### src/rtl/twin_stack_pkg.sv
package twin_stack_pkg;

    localparam int WORD_W  = 21;
    localparam int DS_BANK = 17;
    localparam int RS_BANK = 17;

    typedef enum logic [1:0] {
        BK_HOLD,
        BK_PUSH,
        BK_POP,
        BK_REPL
    } bank_op_e;

    typedef enum logic [1:0] {
        TS_HOLD,
        TS_WR,
        TS_FROM_S0,
        TS_FROM_R0
    } tsrc_e;

    typedef struct packed {
        tsrc_e    t_src;
        bank_op_e s_op;
        bank_op_e r_op;
        logic     r_from_t;
    } stk_ctrl_t;

    function automatic logic any_transfer(input logic to_r, input logic from_r);
        return to_r | from_r;
    endfunction

endpackage

### src/rtl/shift_bank.sv
module shift_bank
    import twin_stack_pkg::*;
#(
    parameter int W     = 21,
    parameter int DEPTH = 17
) (
    input  logic         clk,
    input  logic         rst,
    input  bank_op_e     op,
    input  logic [W-1:0] head_in,
    output logic [W-1:0] head_out
);

    localparam int LAST = DEPTH - 1;

    logic [W-1:0] ent [DEPTH];

    for (genvar i = 0; i < DEPTH; i++) begin : g_cell
        if (i == 0) begin : g_head
            always_ff @(posedge clk) begin
                if (rst) begin
                    ent[i] <= '0;
                end else begin
                    case (op)
                        BK_PUSH: ent[i] <= head_in;
                        BK_REPL: ent[i] <= head_in;
                        BK_POP:  ent[i] <= (LAST > 0) ? ent[(LAST > 0) ? 1 : 0] : ent[i];
                        default: ent[i] <= ent[i];
                    endcase
                end
            end
        end else if (i == LAST) begin : g_tail
            always_ff @(posedge clk) begin
                if (rst) begin
                    ent[i] <= '0;
                end else if (op == BK_PUSH) begin
                    ent[i] <= ent[i-1];
                end
            end
        end else begin : g_mid
            always_ff @(posedge clk) begin
                if (rst) begin
                    ent[i] <= '0;
                end else begin
                    case (op)
                        BK_PUSH: ent[i] <= ent[i-1];
                        BK_POP:  ent[i] <= ent[i+1];
                        default: ent[i] <= ent[i];
                    endcase
                end
            end
        end
    end

    assign head_out = ent[0];

    // the deepest cell is never refilled from below on a pop
    assert_bottom_kept_R4: assert property (@(posedge clk) disable iff (rst)
        (op == BK_POP) |=> (ent[LAST] == $past(ent[LAST])));

    // the deepest cell takes its neighbour's value on a push, old tail is lost
    assert_tail_drop_R5: assert property (@(posedge clk) disable iff (rst)
        (op == BK_PUSH && DEPTH > 1) |=> (ent[LAST] == $past(ent[(LAST > 0) ? LAST-1 : 0])));

    // the head takes the incoming word on push or replace
    assert_head_load_R7: assert property (@(posedge clk) disable iff (rst)
        (op == BK_PUSH || op == BK_REPL) |=> (head_out == $past(head_in)));

endmodule

### src/rtl/stack_ctrl.sv
module stack_ctrl
    import twin_stack_pkg::*;
(
    input  logic      ds_push,
    input  logic      ds_pop,
    input  logic      rs_push,
    input  logic      rs_pop,
    input  logic      to_rs,
    input  logic      from_rs,
    output stk_ctrl_t ctrl
);

    always_comb begin
        ctrl = '{t_src: TS_HOLD, s_op: BK_HOLD, r_op: BK_HOLD, r_from_t: 1'b0};
        if (any_transfer(to_rs, from_rs)) begin
            ctrl.r_from_t = 1'b1;
            if (to_rs && from_rs) begin
                ctrl.t_src = TS_FROM_R0;
                ctrl.r_op  = BK_REPL;
            end else if (to_rs) begin
                ctrl.t_src = TS_FROM_S0;
                ctrl.s_op  = BK_POP;
                ctrl.r_op  = BK_PUSH;
            end else begin
                ctrl.t_src = TS_FROM_R0;
                ctrl.s_op  = BK_PUSH;
                ctrl.r_op  = BK_POP;
            end
        end else begin
            case ({ds_push, ds_pop})
                2'b11:   ctrl.t_src = TS_WR;
                2'b10: begin
                    ctrl.t_src = TS_WR;
                    ctrl.s_op  = BK_PUSH;
                end
                2'b01: begin
                    ctrl.t_src = TS_FROM_S0;
                    ctrl.s_op  = BK_POP;
                end
                default: ctrl.t_src = TS_HOLD;
            endcase
            case ({rs_push, rs_pop})
                2'b11:   ctrl.r_op = BK_REPL;
                2'b10:   ctrl.r_op = BK_PUSH;
                2'b01:   ctrl.r_op = BK_POP;
                default: ctrl.r_op = BK_HOLD;
            endcase
        end
    end

endmodule

### src/rtl/twin_stack_unit.sv
module twin_stack_unit
    import twin_stack_pkg::*;
#(
    parameter int WIDTH   = twin_stack_pkg::WORD_W,
    parameter int S_DEPTH = twin_stack_pkg::DS_BANK,
    parameter int R_DEPTH = twin_stack_pkg::RS_BANK
) (
    input  logic             clk,
    input  logic             rst,
    input  logic             ds_push,
    input  logic             ds_pop,
    input  logic             rs_push,
    input  logic             rs_pop,
    input  logic             to_rs,
    input  logic             from_rs,
    input  logic [WIDTH-1:0] wr_data,
    output logic [WIDTH-1:0] t_out,
    output logic [WIDTH-1:0] s0_out,
    output logic [WIDTH-1:0] r0_out
);

    stk_ctrl_t        ctrl;
    logic [WIDTH-1:0] t_q;
    logic [WIDTH-1:0] r_head_in;

    stack_ctrl u_ctrl (
        .ds_push (ds_push),
        .ds_pop  (ds_pop),
        .rs_push (rs_push),
        .rs_pop  (rs_pop),
        .to_rs   (to_rs),
        .from_rs (from_rs),
        .ctrl    (ctrl)
    );

    always_ff @(posedge clk) begin
        if (rst) begin
            t_q <= '0;
        end else begin
            case (ctrl.t_src)
                TS_WR:      t_q <= wr_data;
                TS_FROM_S0: t_q <= s0_out;
                TS_FROM_R0: t_q <= r0_out;
                default:    t_q <= t_q;
            endcase
        end
    end

    assign r_head_in = ctrl.r_from_t ? t_q : wr_data;

    shift_bank #(.W(WIDTH), .DEPTH(S_DEPTH)) u_sbank (
        .clk      (clk),
        .rst      (rst),
        .op       (ctrl.s_op),
        .head_in  (t_q),
        .head_out (s0_out)
    );

    shift_bank #(.W(WIDTH), .DEPTH(R_DEPTH)) u_rbank (
        .clk      (clk),
        .rst      (rst),
        .op       (ctrl.r_op),
        .head_in  (r_head_in),
        .head_out (r0_out)
    );

    assign t_out = t_q;

    assert_reset_clear_R1: assert property (@(posedge clk)
        rst |=> (t_out == '0 && s0_out == '0 && r0_out == '0));

    assert_push_moves_t_R2: assert property (@(posedge clk) disable iff (rst)
        (ds_push && !ds_pop && !to_rs && !from_rs)
        |=> (t_out == $past(wr_data) && s0_out == $past(t_out)));

    assert_replace_top_R6: assert property (@(posedge clk) disable iff (rst)
        (ds_push && ds_pop && !to_rs && !from_rs)
        |=> (t_out == $past(wr_data) && s0_out == $past(s0_out)));

    assert_to_return_R8: assert property (@(posedge clk) disable iff (rst)
        (to_rs && !from_rs) |=> (r0_out == $past(t_out) && t_out == $past(s0_out)));

    assert_from_return_R9: assert property (@(posedge clk) disable iff (rst)
        (from_rs && !to_rs) |=> (t_out == $past(r0_out) && s0_out == $past(t_out)));

    assert_swap_R10: assert property (@(posedge clk) disable iff (rst)
        (from_rs && to_rs)
        |=> (t_out == $past(r0_out) && r0_out == $past(t_out) && $stable(s0_out)));

    assert_rs_isolated_R11: assert property (@(posedge clk) disable iff (rst)
        (!rs_push && !rs_pop && !to_rs && !from_rs) |=> $stable(r0_out));

    assert_ds_isolated_R11: assert property (@(posedge clk) disable iff (rst)
        (!ds_push && !ds_pop && !to_rs && !from_rs) |=> ($stable(t_out) && $stable(s0_out)));

endmodule

### config.mk
export PLATFORM = sky130hd
export DESIGN_NAME = twin_stack_unit
export DESIGN_NICKNAME = d
export VERILOG_FILES = /design/src/rtl/twin_stack_pkg.sv /design/src/rtl/shift_bank.sv /design/src/rtl/stack_ctrl.sv /design/src/rtl/twin_stack_unit.sv
export SDC_FILE = /design/constraint.sdc
export NUM_CORES = 1
export LEC_CHECK = 0
export ABC_CLOCK_PERIOD_IN_PS = 33900
export CORE_MARGIN = 2
export CORE_UTILIZATION = 40
export DETAILED_ROUTE_END_ITERATION = 12
export DONT_BUFFER_PORTS = 1
export GPL_TIMING_DRIVEN = 1
export PLACE_DENSITY = 0.63
export SETUP_SLACK_MARGIN = 0.05
export SLEW_MARGIN = 10
export SYNTH_ARGS = -nofsm -noshare
export SYNTH_HDL_FRONTEND = slang
export SYNTH_SLANG_ARGS = --single-unit
### constraint.sdc
create_clock -name clk -period 33.9 [get_ports clk]
set_clock_uncertainty 0.05 [all_clocks]
set_input_delay 1.695 -clock clk [delete_from_list [all_inputs] [get_ports clk]]
set_output_delay 1.695 -clock clk [all_outputs]
set_load 0.05 [all_outputs]
==> flow_metrics.py <==
metrics = {
    "outcome": {
        "status": "complete, no violations",
    },
    "floorplan": {
        "die_h_um": 279,
        "die_w_um": 279,
        "start_util_pct": 40.5,
        "row_count": 100,
        "die_area_um2": 77800,
        "io_pins": 92,
        "design.core.area_um2": 74700,
    },
    "setup_path": {
        "slowest_stage": "buf_4",
        "end_kind": "register",
        "ff2ff_path_depth": 2,
        "critPathTopFamily": "buffers and inverters",
        "cp.depth": 8,
        "critPathMaxFanout": 83,
        "critPathMaxStageDelay_ps": 930,
        "required_ps": 34060,
        "worstPathArrival_ps": 5510,
        "cp-start-kind": "input pin",
        "path_class": "input pin to register",
        "crit_chain": "nor2b_1, o21ai_0, inv_1, ha_1, o21ai_4, buf_4, buf_4, buf_4",
        "cp_common_cell": "buf_4",
        "critical_path_buf_inv_count": 4,
    },
    "clock_tree": {
        "cts_tree": "built",
        "path_clk_slew_ps": 60,
        "clock_latency_ps": 620,
        "cts_setup_buffers": 0,
        "postCtsHoldBufs": 0,
        "htreeDepth": 3,
        "cts_sinks": 735,
        "cts_made_buffers": 75,
        "root_buffer": "clkbuf_16",
        "clock_path_buffers": 3,
        "cts_resized": 0,
    },
    "grt": {
        "grt_start_max_net_pins": 253,
        "grt_pass1_vias": 15800,
        "grtUsageMet2_pct": 20.8,
        "grt_antenna_before_repair": 2,
        "overflow": 0,
        "use_met3_pct": 4.74,
        "grt_use_total_pct": 15.0,
        "top_usage_layer": "met1",
        "grt_pass1_wl_um": 93400,
        "grt.met1_usage_pct": 22.3,
    },
    "routing": {
        "dr.pass1.iters": 5,
        "vias": 16400,
        "route.detailed.drc": 0,
        "viasPerCell": 5.96,
        "wl_per_cell_um": 21.7,
        "wl_um": 59600,
        "final_antenna_net_count": 0,
        "drt_first_iter_violations": 1743,
    },
    "worst_hold_path": {
        "worstHoldPathCells": 1,
        "hold_path_class": "register to register",
    },
    "synth": {
        "synth_nets": 1822,
        "yosysUniqueCellTypes": 29,
        "yosys_warnings": 0,
        "synth-edff-count": 714,
        "syn-mean-instance-area_um2": 16.9,
        "syn_area_um2": 30200,
        "synth_cells": 1785,
        "seq_area_frac_synth_pct": 72.3,
        "ys.flop_type": "edfxtp_1",
        "synthArstFlopShare_pct": 0,
        "synth-seq-cells": 735,
    },
    "place": {
        "gp_congestion": 0.849,
        "dp_slack_ps": 27870,
        "port_buffers": 0,
        "dp_hpwl_um": 34100,
        "dp_cells": 2614,
    },
    "sta": {
        "grt_setup_unrepaired": "no",
        "setup_ws_ps": 28550,
        "drv_slew": 0,
        "period_share_pct": 15.8,
        "min_period_ps": 5350,
        "fmax_mhz": 187,
        "hold_viol_final": 0,
        "slew_headroom_pct": 19.4,
        "tightest_slew_ps": 1210,
        "setup_viol": 0,
        "finalSetupTns_ps": 0,
    },
    "final_layout": {
        "area_delta_synth_final_pct": 9.12,
        "fin_cells": 2746,
        "fin_nets": 1760,
        "antenna_cells": 0,
        "layout_common_cells": "714 x edfxtp_1, 651 x a22o_1, 76 x clkbuf_16",
        "final_common_cell": "edfxtp_1",
        "drive_gt1_share_pct": 8.33,
    },
    "power": {
        "switching_share_pct": 24.0,
        "p_int_mw": 1.58,
        "combPwrFrac_pct": 4.9,
        "clkPwrFrac_pct": 38.5,
        "p_seq_share_pct": 56.6,
        "p_leak_nw": 11.8,
        "ir_drop_mv": 0.0493,
        "net-switching-power_mw": 0.500,
        "powerDensity_nw_per_um2": 63.2,
    },
    "run": {
        "maxCapViolCount": 0,
    },
}
-- cells by family after synthesis --
kind of cell	synth area share, %
adders and majority gates	0.331
buffers and inverters	4.13
AOI/OAI and AO/OA	20.1
and+or+nand+nor	1.80
muxes	1.39
DFF	72.3
-- state kept, by name, summed over array words and instances, names as in the netlist --
| name | count |
|---|---|
| u_sbank.ent | 357 |
| u_rbank.ent | 357 |
| t_out | 21 |
-- stage by stage --
| step | utilization, % | hold slack (ps) | power (mW) | area [um2] |
|---|---|---|---|---|
| 3_5_place_dp | 41.0 | 483 | 1.30 | 30600 |
| 2_1_floorplan | - | 468 | 1.31 | 30200 |
| 4_1_cts | 44.1 | 496 | 2.10 | 33000 |
| 6_report | 44.2 | 493 | 2.08 | 33000 |
| 3_3_place_gp | 41.0 | 477 | 1.29 | 30600 |
| 5_1_grt | 44.2 | 507 | 2.16 | 33000 |
-- synth_stat cells, drive strengths merged (2+ instances only) --
library cell  count  area, um2
o221ai           21        184
buf             133       1020
mux2i            42        420
nor2              6       27.5
inv              28        105
o21ai            27        135
or2               2       12.5
edfxtp          714      21400
dfxtp            21        420
and2             43        269
a22o            651       5700
nand2            42        158
clkbuf           32        120
ha                8        100
nor2b             7       56.3
-- worst register-to-register path: cells and delay by family, from the launching register on --
kind	cells	cell delay (ps)
flops	1	850
compound gates	1	180
mux	1	160
-- power by group through the flow --
stage / clock network (mW) / registers (mW) / logic, mW
finish: 0.803 / 1.18 / 0.102
global route: 0.855 / 1.19 / 0.113
CTS: 0.823 / 1.18 / 0.103
detailed placement: 0 / 1.20 / 0.103
global placement: 0 / 1.19 / 0.0977
floorplan: 0 / 1.22 / 0.0852
-- per-layer routing --
layer  part of all wire (%)  vias to the layer above  wire [um]
li1                       -                     7296          -
met1                     47                     8467      27900
met2                     43                      521      25600
met3                    8.4                       85       4980
met4                    1.9                        4       1160
met5                  0.057                        -         34
-- worst paths after layout --
check	slack, ps	end	startpoint
setup / recovery	28550	u_sbank.ent[8][2]$_DFFE_PP_	ds_pop
hold / removal	490	u_rbank.ent[15][20]$_DFFE_PP_	u_rbank.ent[16][20]$_SDFFCE_PN0P_
setup reg to reg	32500	u_rbank.ent[0][7]$_DFFE_PP_	t_out[7]$_SDFFE_PP0P_
hold reg to reg	490	u_rbank.ent[15][20]$_DFFE_PP_	u_rbank.ent[16][20]$_SDFFCE_PN0P_
-- layout make-up --
| class | count | area [um2] |
|---|---|---|
| Tap cell | 969 | 1210 |
| Multi-Input combinational cell | 857 | 7220 |
| Inverter | 28 | 105 |
| Sequential cell | 735 | 21900 |
| Fill cell | 6378 | 41700 |
| Clock buffer | 96 | 2010 |
| Clock inverter | 35 | 362 |
| Timing Repair Buffer | 26 | 228 |
(Power assumes the default switching activity.)
